===== src/rtl/rr_pkg.sv =====
package rr_pkg;

  typedef enum logic [2:0] {
    ST_IDLE  = 3'd0,
    ST_POINT = 3'd1,
    ST_TAP   = 3'd2,
    ST_WRITE = 3'd3,
    ST_DONE  = 3'd4
  } rr_state_e;

  // phase of an interior tap at which the last neighbour sample returns
  localparam logic [2:0] LAST_PHASE = 3'd5;

  // log2 of the full-weighting weight for tap (row, col) in 0..2
  function automatic logic [1:0] tap_shift(input logic [1:0] tr, input logic [1:0] tc);
    return {1'b0, (tr == 2'd1)} + {1'b0, (tc == 2'd1)};
  endfunction

endpackage


===== src/rtl/rr_rst_sync.sv =====
module rr_rst_sync (
  input  logic clk,
  input  logic rst_n,
  output logic rst_n_sync
);
  logic [1:0] sync_q;

  always_ff @(posedge clk or negedge rst_n) begin
    if (!rst_n) sync_q <= 2'b00;
    else        sync_q <= {sync_q[0], 1'b1};
  end

  assign rst_n_sync = sync_q[1];
endmodule


===== src/rtl/rr_stencil.sv =====
module rr_stencil #(
  parameter int W    = 16,
  parameter int FRAC = 8
) (
  input  logic                clk,
  input  logic                rst_n,
  input  logic                cap,
  input  logic [2:0]          ph,
  input  logic signed [W-1:0] u_rdata,
  input  logic signed [W-1:0] f_rdata,
  input  logic signed [W-1:0] inv_h2,
  output logic signed [W-1:0] res
);
  localparam int LW = W + 3;
  localparam int PW = LW + W;
  localparam int DW = PW + 1;
  localparam longint MAXL = (longint'(1) << (W - 1)) - 1;
  localparam longint MINL = -(longint'(1) << (W - 1));

  logic signed [W-1:0]  ctr_q, fval_q;
  logic signed [LW-1:0] nsum_q, nsum_d;
  logic en_ctr, en_nsum;

  logic signed [LW-1:0] lap;
  logic signed [PW-1:0] prod, scaled;
  logic signed [DW-1:0] diff;

  always_comb begin
    en_ctr  = cap && (ph == 3'd1);
    en_nsum = cap && (ph >= 3'd2) && (ph <= 3'd4);
    nsum_d  = (ph == 3'd2) ? LW'(u_rdata) : nsum_q + LW'(u_rdata);
  end

  always_ff @(posedge clk or negedge rst_n) begin
    if (!rst_n) begin
      ctr_q  <= '0;
      fval_q <= '0;
    end else if (en_ctr) begin
      ctr_q  <= u_rdata;
      fval_q <= f_rdata;
    end
  end

  always_ff @(posedge clk or negedge rst_n) begin
    if (!rst_n)       nsum_q <= '0;
    else if (en_nsum) nsum_q <= nsum_d;
  end

  // valid in the phase where the fourth neighbour arrives on u_rdata
  always_comb begin
    lap    = (LW'(ctr_q) <<< 2) - (nsum_q + LW'(u_rdata));
    prod   = PW'(lap) * PW'(inv_h2);
    scaled = prod >>> FRAC;
    diff   = DW'(fval_q) - DW'(scaled);
    if (diff > DW'(MAXL))      res = W'(MAXL);
    else if (diff < DW'(MINL)) res = W'(MINL);
    else                       res = W'(diff);
  end
endmodule


===== src/rtl/rr_restrict_acc.sv =====
module rr_restrict_acc #(
  parameter int W = 16
) (
  input  logic                clk,
  input  logic                rst_n,
  input  logic                clr,
  input  logic                add,
  input  logic [1:0]          shift,
  input  logic signed [W-1:0] res,
  output logic signed [W-1:0] avg
);
  localparam int AW = W + 5;

  logic signed [AW-1:0] acc_q, acc_d, term;

  always_comb begin
    term  = AW'(res) <<< shift;
    acc_d = clr ? '0 : acc_q + term;
  end

  always_ff @(posedge clk or negedge rst_n) begin
    if (!rst_n)          acc_q <= '0;
    else if (clr || add) acc_q <= acc_d;
  end

  logic signed [AW-1:0] acc_sh;
  assign acc_sh = acc_q >>> 4;
  assign avg    = W'(acc_sh);
endmodule


===== src/rtl/rr_unit.sv =====
module rr_unit #(
  parameter int LEVEL = 3,
  parameter int W     = 16,
  parameter int FRAC  = 8,
  localparam int N    = (1 << LEVEL) + 2,
  localparam int NC   = (1 << (LEVEL - 1)) + 2,
  localparam int FAW  = $clog2(N * N),
  localparam int CAW  = $clog2(NC * NC)
) (
  input  logic           clk,
  input  logic           rst_n,
  input  logic           start,
  input  logic [W-1:0]   inv_h2,
  output logic           done,
  output logic           u_rd_en,
  output logic [FAW-1:0] u_addr,
  input  logic [W-1:0]   u_rdata,
  output logic           f_rd_en,
  output logic [FAW-1:0] f_addr,
  input  logic [W-1:0]   f_rdata,
  output logic           c_we,
  output logic [CAW-1:0] c_addr,
  output logic [W-1:0]   c_wdata
);
  import rr_pkg::*;

  localparam int CIW = $clog2(NC);
  localparam int FW  = $clog2(N) + 1;

  logic rst_s;
  rr_rst_sync u_rst (.clk(clk), .rst_n(rst_n), .rst_n_sync(rst_s));

  rr_state_e st_q, st_d;
  logic [CIW-1:0] ci_q, ci_d, cj_q, cj_d;
  logic [1:0] tr_q, tr_d, tc_q, tc_d;
  logic [2:0] ph_q, ph_d;
  logic acc_clr, acc_add;

  logic c_bound, last_point, last_tap, f_int;
  logic [FW-1:0] fr, fc, rd_row, rd_col;
  logic signed [W-1:0] res, avg;

  // geometry of the current coarse point and fine tap
  always_comb begin
    c_bound    = (ci_q == '0) || (ci_q == CIW'(NC - 1)) ||
                 (cj_q == '0) || (cj_q == CIW'(NC - 1));
    last_point = (ci_q == CIW'(NC - 1)) && (cj_q == CIW'(NC - 1));
    last_tap   = (tr_q == 2'd2) && (tc_q == 2'd2);
    fr         = (FW'(ci_q) <<< 1) + FW'(tr_q) - FW'(2);
    fc         = (FW'(cj_q) <<< 1) + FW'(tc_q) - FW'(2);
    f_int      = (fr != '0) && (fr < FW'(N - 1)) && (fc != '0) && (fc < FW'(N - 1));
  end

  // neighbour selection: centre, up, down, left, right
  always_comb begin
    rd_row = fr;
    rd_col = fc;
    case (ph_q)
      3'd1:    rd_row = fr - FW'(1);
      3'd2:    rd_row = fr + FW'(1);
      3'd3:    rd_col = fc - FW'(1);
      3'd4:    rd_col = fc + FW'(1);
      default: ;
    endcase
  end

  always_comb begin
    u_rd_en = (st_q == ST_TAP) && f_int && (ph_q < LAST_PHASE);
    u_addr  = FAW'(rd_row) * FAW'(N) + FAW'(rd_col);
    f_rd_en = (st_q == ST_TAP) && f_int && (ph_q == 3'd0);
    f_addr  = FAW'(fr) * FAW'(N) + FAW'(fc);
    c_we    = ((st_q == ST_POINT) && c_bound) || (st_q == ST_WRITE);
    c_addr  = CAW'(ci_q) * CAW'(NC) + CAW'(cj_q);
    c_wdata = (st_q == ST_WRITE) ? avg : '0;
    done    = (st_q == ST_DONE);
  end

  // next state
  always_comb begin
    st_d    = st_q;
    ci_d    = ci_q;
    cj_d    = cj_q;
    tr_d    = tr_q;
    tc_d    = tc_q;
    ph_d    = ph_q;
    acc_clr = 1'b0;
    acc_add = 1'b0;
    case (st_q)
      ST_IDLE: begin
        if (start) begin
          st_d = ST_POINT;
          ci_d = '0;
          cj_d = '0;
        end
      end
      ST_POINT, ST_WRITE: begin
        if ((st_q == ST_POINT) && !c_bound) begin
          st_d    = ST_TAP;
          tr_d    = '0;
          tc_d    = '0;
          ph_d    = '0;
          acc_clr = 1'b1;
        end else if (last_point) begin
          st_d = ST_DONE;
        end else begin
          st_d = ST_POINT;
          if (cj_q == CIW'(NC - 1)) begin
            cj_d = '0;
            ci_d = ci_q + CIW'(1);
          end else begin
            cj_d = cj_q + CIW'(1);
          end
        end
      end
      ST_TAP: begin
        if (f_int && (ph_q != LAST_PHASE)) begin
          ph_d = ph_q + 3'd1;
        end else begin
          acc_add = f_int;
          ph_d    = '0;
          if (last_tap) begin
            st_d = ST_WRITE;
          end else if (tc_q == 2'd2) begin
            tc_d = '0;
            tr_d = tr_q + 2'd1;
          end else begin
            tc_d = tc_q + 2'd1;
          end
        end
      end
      ST_DONE: st_d = ST_IDLE;
      default: st_d = ST_IDLE;
    endcase
  end

  always_ff @(posedge clk or negedge rst_s) begin
    if (!rst_s) begin
      st_q <= ST_IDLE;
      ci_q <= '0;
      cj_q <= '0;
      tr_q <= '0;
      tc_q <= '0;
      ph_q <= '0;
    end else begin
      st_q <= st_d;
      ci_q <= ci_d;
      cj_q <= cj_d;
      tr_q <= tr_d;
      tc_q <= tc_d;
      ph_q <= ph_d;
    end
  end

  rr_stencil #(.W(W), .FRAC(FRAC)) u_sten (
    .clk    (clk),
    .rst_n  (rst_s),
    .cap    ((st_q == ST_TAP) && f_int),
    .ph     (ph_q),
    .u_rdata(u_rdata),
    .f_rdata(f_rdata),
    .inv_h2 (inv_h2),
    .res    (res)
  );

  rr_restrict_acc #(.W(W)) u_acc (
    .clk  (clk),
    .rst_n(rst_s),
    .clr  (acc_clr),
    .add  (acc_add),
    .shift(tap_shift(tr_q, tc_q)),
    .res  (res),
    .avg  (avg)
  );
endmodule


===== config.mk =====
export PLATFORM = sky130hd
export DESIGN_NAME = rr_unit
export DESIGN_NICKNAME = d
export VERILOG_FILES = /design/src/rtl/rr_pkg.sv /design/src/rtl/rr_rst_sync.sv /design/src/rtl/rr_stencil.sv /design/src/rtl/rr_restrict_acc.sv /design/src/rtl/rr_unit.sv
export SDC_FILE = /design/constraint.sdc
export NUM_CORES = 1
export LEC_CHECK = 0
export CAP_MARGIN = 5
export CORE_MARGIN = 4
export CORE_UTILIZATION = 64
export CTS_CLUSTER_DIAMETER = 200
export DETAILED_ROUTE_END_ITERATION = 6
export GPL_TIMING_DRIVEN = 0
export PLACE_DENSITY = 0.84
export SLEW_MARGIN = 20
export SYNTH_ARGS = -nofsm -noshare
export SYNTH_HDL_FRONTEND = slang
export SYNTH_SLANG_ARGS = --single-unit

===== constraint.sdc =====
create_clock -name clk -period 5.4 [get_ports clk]
set_input_delay 1.08 -clock clk [delete_from_list [all_inputs] [get_ports clk]]
set_output_delay 1.08 -clock clk [all_outputs]
set_load 0.02 [all_outputs]

; Word level (Yosys, flattened, before mapping)
; Cells that the tools add are included.
[classes]
n_addsub = 21
n_mul = 4
n_lt_le_gt_ge = 7
eq_ne = 24
shift = 1
n_mux = 38
n_reduce_logical = 35
[ops]
columns = op, count
row1 = 16-bit two-way mux, 3
row2 = 3-bit two-way mux, 14
row3 = "36-bit by 16-bit > comparator with 1-bit output, second input constant", 1
row4 = "36-bit by 16-bit < comparator with 1-bit output, second input constant", 1
row5 = 19-bit by 16-bit multiplier with 35-bit output, 1
row6 = 16-bit by 27-bit subtractor with 28-bit output, 1
row7 = 21-bit adder, 1
row8 = 21-bit two-way mux, 1
row9 = 16-bit by 2-bit <<< shifter with 21-bit output, 1
row10 = 5-bit one-hot mux with 2 select lines, 2
row11 = 19-bit by 16-bit adder with 19-bit output, 1
row12 = 19-bit two-way mux, 1
row13 = 18-bit by 19-bit subtractor with 19-bit output, 1
row14 = "2-bit != test, second input constant", 9
row15 = 3-bit one-hot mux with 2 select lines, 3
row16 = 7-bit by 5-bit adder with 7-bit output, 2
row17 = 1-bit logical AND, 14
row18 = 2-bit two-way mux, 7
row19 = "3-bit by 2-bit == test with 1-bit output, second input constant", 4
row20 = "3-bit == test, second input constant", 4
row21 = 3-bit logical NOT, 4
row22 = "5-bit by 3-bit multiplier with 6-bit output, second input constant", 2
row23 = 4-bit by 2-bit adder with 5-bit output, 2
row24 = "5-bit by 1-bit adder with 5-bit output, second input constant", 2
row25 = 27 further kinds, 48
[word_totals]
ff_bits = 90
inputBits = 51
out_inout_bits = 40
wordCells = 141

; Depth between registers and ports, before layout
; Gate-level depths: netlist (run 1).
[depth]
ltp_word = 10
mapped_depth = 69
ltp_nobuf = 66

; Cells and area by module
; A second synthesis (run 1) with hierarchy kept.
[hier_totals]
hier_cells = 2394
area_unflattened_um2 = 21363.0
[by_module_without_submodules]
columns = mod, n_inst, cells_per_inst, area_per_inst_um2, seq_area_each_um2
row1 = rr_stencil, 1, 1862, 16587.2, 1276.2
row2 = rr_unit, 1, 274, 2413.6, 400.4
row3 = rr_restrict_acc, 1, 255, 2308.5, 500.5
row4 = rr_rst_sync, 1, 3, 53.8, 50.0

; Worst setup path after synthesis (run 1)
; Ideal clock, no wire load.
[synth_path]
path_kind = input-to-reg
startpoint = input port u_rdata[1]
endpoint = register u_acc.acc_q[19]
setup_ns = 0.121
t_arrival_ns = 15.448
t_required_ns = 5.279
path_slack_ns = -10.170
cell_stages = 64
path_buffers = 4
cell_sequence = ha_1 a211o_1 a211oi_1 o21bai_1 a21o_1 a21oi_1 o21ai_0 nor2_1 xor2_1 ha_1 a21oi_1 nor2b_1 o21ai_0 nand2b_1 a21o_1 a211oi_1 a21oi_1 xor2_1 [28 not listed] a211o_1 a221oi_1 or4b_1 or4_4 o21ai_4 buf_6 o21ai_2 ha_1 and3_1 a41o_1 o221a_2 o41ai_1 o311ai_0 nand2_1 o21ai_0 and3_1 o21ba_1 o22a_1
[synth_via]
elab_chain_len = 10
word_cells_on_any_way = 11
cone_classes = 4 x add/sub / 1 x mul / 2 x order compare / 1 x shift / 3 x mux
[synth_rtl]
columns = item, line_no
row1 = "start, declared", rr_unit.sv:17  ; input logic [W-1:0] u_rdata,
row2 = 19-bit by 16-bit adder with 19-bit output *, rr_stencil.sv:51  ; lap = (LW'(ctr_q) <<< 2) - (nsum_q + LW'(u_rdata));
row3 = 18-bit by 19-bit subtractor with 19-bit output *, rr_stencil.sv:51
row4 = 19-bit by 16-bit multiplier with 35-bit output *, rr_stencil.sv:52  ; prod = PW'(lap) * PW'(inv_h2);
row5 = 16-bit by 27-bit subtractor with 28-bit output *, rr_stencil.sv:54  ; diff = DW'(fval_q) - DW'(scaled);
row6 = 36-bit by 16-bit < comparator with 1-bit output, rr_stencil.sv:56  ; else if (diff < DW'(MINL)) res = W'(MINL);
row7 = 16-bit two-way mux, rr_stencil.sv:56
row8 = 16-bit two-way mux *, rr_stencil.sv:55  ; if (diff > DW'(MAXL)) res = W'(MAXL);
row9 = 16-bit by 2-bit <<< shifter with 21-bit output *, rr_restrict_acc.sv:17  ; term = AW'(res) <<< shift;
row10 = 21-bit adder *, rr_restrict_acc.sv:18  ; acc_d = clr ? '0 : acc_q + term;
row11 = 21-bit two-way mux *, rr_restrict_acc.sv:18
row12 = "end signal, assigned", rr_restrict_acc.sv:22  ; if (!rst_n) acc_q <= '0;
row13 = "end signal, assigned", rr_restrict_acc.sv:23  ; else if (clr || add) acc_q <= acc_d;
row14 = "end, declared", rr_restrict_acc.sv:14  ; logic signed [AW-1:0] acc_q, acc_d, term;
; Every way passes the cells marked *; elsewhere a longest branch is shown, timed or not.
; A chain may end at the register's enable or synchronous reset.

; Worst setup path in the final report (run 1)
[layout_path]
startpoint = input port u_rdata[1]
endpoint = register u_acc.acc_q[18]
; The elaborated chain is that of the path after synthesis.

==> impl_results.md, run 1 <==
- Total of max-cap violations: 0
- Clk slew on worst S/H paths: 0.08 ns
- RSZ-0062 raised after global routing: yes
- Buffers from clock root to sink, at most: 2
- Core Footprint: 31,800 µm²
- Multi-input logic area: 18,210 µm²
- Synth warnings: 0
- Fin crit share: 279.3%
- Vias in the first global route: 19,290
- GP Congestion: 0.9775
- Hold WC Path Type: flop to asynchronous set/reset pin
- Setup WS post-layout: -9.684 ns
- Tmin final: 15.08 ns
- CTS tree: built
- DR vias/cell: 6.175
- Sequential element share of the synthesized area: 10.72%
- CTS buffer count: 9
- Number of synthesized flops with an enable pin: 0
- I/O Buffers: 80
- Final setup vio count: 20
- ANT nets after route: 0
- CTS sink cnt: 89
- FF-to-FF Start: u_sten.nsum_q[1]
- Final Slew Violations: 0
- Fin. Hold Viols: 0
- Synth-to-Final Area Change: 21.82%
- First-pass GRT wire length: 97,410 µm
- Drt pass-1 iters: 7
- Synth Flop Type: dfrtp_1
- Synth async-reset ratio: 100.0%
- CP Data Arrival Time: 15.31 ns
- Die X: 188.2 µm
- Cell Area, Synth: 20,770 µm²
- Largest net degree at the start of global routing: 54
- Fillers: 1,827
- Iteration-0 DRC Markers: 1,756
- Nets: 3,178
- Skew final: 0.01670 ns
- Final wirelength: 64,430 µm
- Row cnt: 65
- Die height: 188.2 µm
- DR WL/cell: 21.10 µm
- GRT Total Usage: 33.74%
- DR DRC count: 1
- Total area of sequential cells: 2231 µm²
- Register-to-register setup slack: -9.33 ns
- Total gr overflow: 0
- Crit Path Class: primary input to flop
- Critical Path Max Stage Delay: 0.58 ns
- Yosys reg bits: 89
- Peak Freq: 66.29 MHz
- Crit Reg-Reg Endpoint: u_acc.acc_q[18]
- Clk_lat worst skew: 0.37 ns
- Placed inst area: 22,390 µm²
- Worst EP required: 5.63 ns
- Worst path slowest cell: fa_1
- CTS Root Buffer Type: clkbuf_16
- CP max FO: 5
- Final instance area: 25,300 µm²
- CTS H-tree depth: 3
- Hold Buf Count CTS: 0
- CP most frequent cell: fa_1
- Initial Util: 65.32%
- Synth Instances: 2,378
- Die footprint: 35,400 µm²
- Worst Reg-to-Reg Cells: 66
- Total number of vias: 18,850
- Worst Setup Start Kind: primary input
- Layout cells sized above 1: 18.50%
- Post-DP HPWL: 43,770 µm
- Worst-Margin Slew: 0.8784 ns
- Violated checks: design-rule violations, negative setup slack
- Mapped Nets: 2,945
- Initial antenna violation count: 2
- Status: finished with violations
- Avg Cell Area, Syn: 8.735 µm²
- I/O pins: 91
- CP Capture Type: flop
- Slew headroom: 41.44%
- Unique masters post-synth: 85
- Setup TNS: -179.34 ns
cells by family after synthesis:
family | Yosys count | share of synthesized area, %
AND/OR/NAND/NOR | 682 | 16.25
adder cells (fa/ha/maj) | 523 | 42.62
buffers and inverters | 505 | 9.264
AO/OA/AOI/OAI | 400 | 13.10
XOR/XNOR | 130 | 5.482
flip-flops | 89 | 10.72
multiplexers | 48 | 2.542
other | 1 | 0.01805
worst max-delay path by stage:
| stage | start | end | cells after the start |
|---|---|---|---|
| 3_5_place_dp | u_rdata[1] | u_acc.acc_q[18] | 60 |
| 3_3_place_gp | u_rdata[1] | u_acc.acc_q[19] | 61 |
| 2_1_floorplan | u_rdata[1] | u_acc.acc_q[19] | 63 |
| 5_1_grt | u_rdata[1] | u_acc.acc_q[18] | 68 |
| 6_report | u_rdata[1] | u_acc.acc_q[18] | 67 |
| 4_1_cts | u_rdata[1] | u_acc.acc_q[18] | 64 |
cell type report:
cell class | instances | area share [%]
antenna | 2 | 0.01978
buffer | 82 | 1.755
clock buffer | 10 | 0.9049
clock inverter | 6 | 0.1978
inverter | 417 | 6.216
multi-input combinational | 1784 | 71.95
sequential | 89 | 8.817
tap | 435 | 2.151
timing repair buffer | 228 | 7.991
critical path: cells and delay by family:
family | cells | cell delay (ns)
adders and majority gates | 12 | 4.52
and+or+nand+nor | 12 | 2.34
buffers and inverters | 8 | 0.76
AOI/OAI and AO/OA | 30 | 5.50
xor gates and xnor gates | 4 | 0.85
muxes | 1 | 0.25
metrics by stage:
step	std cells	worst slack (ns)	utilization [%]	hold WS (ns)
final	3053	-9.684	79.57	0.3117
after global routing	3053	-10.03	79.57	0.3480
after CTS	3001	-9.330	76.14	0.3299
after detailed placement	2894	-11.38	70.42	0.3236
after global placement	2893	-10.95	70.32	0.3417
after floorplan	2378	-8.740	-	0.3312
placed cells by master, fill, tap and decap left out, types with 21 or more instances in the layout:
cell and n:
inv_1 400, fa_1 296, nand2_1 210, ha_1 160
and2_1 147, buf_4 130, nor2_1 108, dfrtp_1 88
a21oi_1 75, clkdlybuf4s50_1 68, xnor2_1 64, clkbuf_1 58
a21o_1 56, nand3_1 41, o21ai_0 40, mux2_2 38
ha_4 37, xor2_1 34, nor3_1 30, and3_1 29
o21a_1 28, o21ai_1 23, a21oi_2 23, buf_6 21
Yosys cell counts, types with 4 or more instances:
| cell type | n | area share (%) |
|---|---|---|
| o21a_1 | 29 | 1.0 |
| ha_1 | 206 | 12 |
| buf_1 | 5 | 0.090 |
| or2_2 | 9 | 0.27 |
| a211oi_1 | 12 | 0.43 |
| inv_1 | 415 | 7.5 |
| o21ai_1 | 5 | 0.12 |
| o31a_1 | 5 | 0.21 |
| and2_1 | 153 | 4.6 |
| a21oi_1 | 101 | 2.4 |
| o211ai_1 | 16 | 0.58 |
| mux2_2 | 38 | 2.1 |
| xnor2_1 | 85 | 3.6 |
| o21ai_2 | 10 | 0.42 |
| o21bai_1 | 13 | 0.47 |
| maj3_1 | 7 | 0.34 |
| a31oi_1 | 7 | 0.21 |
| nand2_1 | 219 | 4.0 |
| clkbuf_1 | 76 | 1.4 |
| nand3_1 | 44 | 1.1 |
| xor2_1 | 45 | 1.9 |
| nor2_1 | 117 | 2.1 |
| nor2b_1 | 20 | 0.60 |
| or3_1 | 14 | 0.42 |
| mux2i_1 | 10 | 0.48 |
| o31ai_1 | 8 | 0.29 |
| a2111oi_0 | 4 | 0.17 |
| a211o_1 | 4 | 0.17 |
| nor3_1 | 36 | 0.87 |
| a21o_1 | 56 | 2.0 |
| fa_1 | 310 | 30 |
| and3_1 | 33 | 0.99 |
| nand2b_1 | 18 | 0.54 |
| dfrtp_1 | 89 | 11 |
| o21ai_0 | 72 | 1.7 |
flip-flops by register name (all words and copies together) (netlist names):
register and cells:
ci_q 3, cj_q 3, ph_q 3, st_q 3, tc_q 2, tr_q 2, u_acc.acc_q 20, u_rst.sync_q 2
u_sten.ctr_q 16, u_sten.fval_q 16, u_sten.nsum_q 19
routing by layer:
| metal | routed length (µm) | part of all wire [%] | track usage (%) |
|---|---|---|---|
| met1 | 23430 | 36 | 42.47 |
| met2 | 30700 | 48 | 56.35 |
| met3 | 6081 | 9.4 | 7.278 |
| met4 | 4196 | 6.5 | 14.77 |
| met5 | 20 | 0.031 | 0 |
timing repair:
item / CTS / global route
cloned: 1 / 0
setup buffers: 96 / 56
endpoints found under the setup margin: 23 / 23
gates resized for setup: 208 / 149
hold endpoints to repair: 0 / 0
pin swaps: 132 / 133
Power of run 1 is left out: the tool's default activity adds up to more than one toggle a clock period on the data nets, which glitch-free logic cannot reach.
==> run 2: changes to the inputs <==
--- a/config.mk
+++ b/config.mk
@@ -7,12 +7,13 @@
 export LEC_CHECK = 0
 export CAP_MARGIN = 5
 export CORE_MARGIN = 4
-export CORE_UTILIZATION = 64
+export CORE_UTILIZATION = 55
 export CTS_CLUSTER_DIAMETER = 200
 export DETAILED_ROUTE_END_ITERATION = 6
 export GPL_TIMING_DRIVEN = 0
-export PLACE_DENSITY = 0.84
+export PLACE_DENSITY = 0.73
 export SLEW_MARGIN = 20
 export SYNTH_ARGS = -nofsm -noshare
 export SYNTH_HDL_FRONTEND = slang
+export SYNTH_HIERARCHICAL = 1
 export SYNTH_SLANG_ARGS = --single-unit
==> impl_results.md, run 2 <==
- Status: finished with violations
- Violated checks: negative setup slack
- Placed insts: 2,986 (+3.2%)
- Die X: 205.1 µm (+9.0%)
- CP most frequent cell: fa_1
- Skew final: 0.01752 ns (+0.0008159 ns)
- First-pass GRT wire length: 94,390 µm (-3.1%)
- CTS tree: built
- Fillers: 2,922 (+60%)
- Sequential element share of the synthesized area: 10.43% (-0.30 points)
- Post-synth top area share: 28.96% (-0.92 points)
- Row cnt: 71 (+9.2%)
- Initial antenna violation count: 1 (-1)
- Commonest cells in the netlist: inv_1 (400), fa_1 (309), nand2_1 (242)
- Cell Area, Synth: 21,360 µm² (+2.8%)
- Setup TNS: -170.76 ns (+8.573 ns)
- Crit Path Class: primary input to flop
- CTS sink cnt: 89 (unchanged)
- Reg with most FFs: u_acc/acc_q
- Unique masters post-synth: 107 (+26%)
- DR DRC count: 0 (-1)
- I/O pins: 91 (unchanged)
- Worst path slowest cell: fa_1
- Antenna Cells: 0 (-2)
- Yosys reg bits: 89 (unchanged)
- Worst Setup Start Kind: primary input
- Synth Instances: 2,394 (+0.67%)
- Number of synthesized flops with an enable pin: 0 (unchanged)
- Layout cells sized above 1: 21.02% (+2.5 points)
- Die footprint: 42,060 µm² (+19%)
- Hold WC Path Type: flop to asynchronous set/reset pin
- Fin crit share: 265.4% (-14 points)
- DR WL/cell: 18.82 µm (-11%)
- Drt pass-1 iters: 6 (-1)
- GRT Total Usage: 27.82% (-5.9 points)
- Slew headroom: 39.75% (-1.7 points)
- Core Footprint: 38,020 µm² (+20%)
- Final setup vio count: 21 (+5.0%)
- CP Capture Type: flop
- Total number of vias: 17,790 (-5.6%)
- Max reg flops: 20 (unchanged)
- Synth async-reset ratio: 100.0% (unchanged)
- Critical Path Max Stage Delay: 0.56 ns (-0.02 ns)
- Hold Buf Count CTS: 0 (unchanged)
- Post-DP HPWL: 45,070 µm (+3.0%)
- Post-route insts no fill: 3,132 (+2.6%)
- Clk slew on worst S/H paths: 0.08 ns (about the same)
- I/O Buffers: 80 (unchanged)
- Clk_lat worst skew: 0.36 ns (about the same)
- Synth warnings: 6 (+6)
- Most frequent cells in the layout: inv_1 (382), fa_1 (301), nand2_1 (233)
- Iteration-0 DRC Markers: 1,012 (-42%)
- Synth-to-Final Area Change: 22.26%
- Final core occ: 68.69% (-11 points)
- Die height: 205.1 µm (+9.0%)
- Count leader, synth: inv_1
- Worst EP required: 5.64 ns (about the same)
- CP max FO: 6 (+1)
- Total gr overflow: 0 (unchanged)
- RSZ-0062 raised after global routing: yes
- Largest net degree at the start of global routing: 52 (-3.7%)
- Peak Freq: 69.78 MHz (+5.3%)
- Total of max-cap violations: 0 (unchanged)
- CTS H-tree depth: 3 (unchanged)
- Initial Util: 56.19% (-9.1 points)
- Largest registers: u_acc/acc_q (20), u_sten/nsum_q (19)
- Buffers from clock root to sink, at most: 2 (unchanged)
- DR vias/cell: 5.680 (-8.0%)
- Worst-Margin Slew: 0.9038 ns (+0.02534 ns)
- CTS Root Buffer Type: clkbuf_16
- Commonest non-fill, non-tap cell in the layout: inv_1
- Vias in the first global route: 18,280 (-5.3%)
- ANT nets after route: 0 (unchanged)
- CP Data Arrival Time: 14.57 ns (-0.74 ns)
- CTS buffer count: 9 (unchanged)
- Mapped Nets: 2,960 (+0.51%)
- Fin. Hold Viols: 0 (unchanged)
- Setup WS post-layout: -8.930 ns (+0.7538 ns)
- Post-synth top area cell: fa_1
- Final wirelength: 58,940 µm (-8.5%)
- Tmin final: 14.33 ns (-0.7538 ns)
- Synth Flop Type: dfrtp_1
- GP Congestion: 0.9326 (-4.6%)
- Avg Cell Area, Syn: 8.924 µm² (+2.2%)
- Synth area leaders: fa_1 (29%), ha_1 (12%), dfrtp_1 (10%)
- Nets: 3,182 (+0.13%)
- Final Slew Violations: 0 (unchanged)
==> run 2: metrics by stage <==
step	instance area [µm²]	setup WS (ns)	hold WS [ns]
after floorplan	21800	-8.105	0.3312
after global placement	23240	-10.74	0.3386
after detailed placement	23270	-10.89	0.3356
after CTS	25190	-8.743	0.3427
after global routing	26120	-9.350	0.3639
final	26120	-8.930	0.3189
==> run 2: worst max-delay path, delay by kind of cell <==
family | cells | cell delay (ns)
adder cells (fa/ha/maj) | 12 | 4.90
buffers and inverters | 13 | 2.03
AO/OA/AOI/OAI | 24 | 4.41
AND/OR/NAND/NOR | 10 | 1.44
XOR/XNOR | 2 | 0.67
==> run 2: final timing paths <==
kind	startpoint	to	slack (ns)	cells after the start
min	u_rst/sync_q[1]	u_sten/nsum_q[16]	0.32	0
max	u_rdata[9]	u_acc/acc_q[16]	-8.93	61
min in group clk	u_rst/sync_q[0]	u_rst/sync_q[1]	0.36	0
max in group asynchronous	rst_n	u_rst/sync_q[1]	4.39	1
min reg2reg	u_rst/sync_q[1]	u_sten/nsum_q[16]	0.32	0
max reg2reg	u_sten/nsum_q[1]	u_acc/acc_q[16]	-8.52	63
==> run 2: final cells by class <==
type | instances | area [µm²] | area share (%)
Multi-Input combinational cell | 1800 | 18900 | 72.37
Sequential cell | 89 | 2232 | 8.547
Timing Repair Buffer | 216 | 1972 | 7.550
Inverter | 401 | 1513 | 5.792
Tap cell | 511 | 639.4 | 2.448
Buffer | 99 | 573.1 | 2.194
Clock buffer | 9 | 225.2 | 0.8623
Clock inverter | 7 | 62.56 | 0.2395
==> run 2: layer usage <==
| metal | vias up | GRT usage [%] | wire [µm] |
|---|---|---|---|
| li1 | 8195 | - | - |
| met1 | 8889 | 37.78 | 24860 |
| met2 | 606 | 47.08 | 28590 |
| met3 | 99 | 4.448 | 4021 |
| met4 | 2 | 6.722 | 1455 |
| met5 | - | 0 | 13 |
==> run 2: timing repair <==
item	CTS	global route
pin swaps	112	109
setup buffers	86	47
endpoints found under the setup margin	23	23
gates cloned	2	0
resized for setup	214	135
hold endpoints to repair	0	0
==> run 2: logic make-up (layout without fill, tap and decap cells) <==
kind of cell,Yosys count,count (layout),share of synthesized area [%]
adder cells (fa/ha/maj),522,522,41.35
XOR/XNOR,124,124,5.224
flip-flops,89,89,10.43
AND/OR/NAND/NOR,692,692,16.19
other,1,1,0.01755
buffers and inverters,505,732,9.482
multiplexers,72,72,4.229
AO/OA/AOI/OAI,389,389,13.08
Power of run 2 is left out for the same reason.
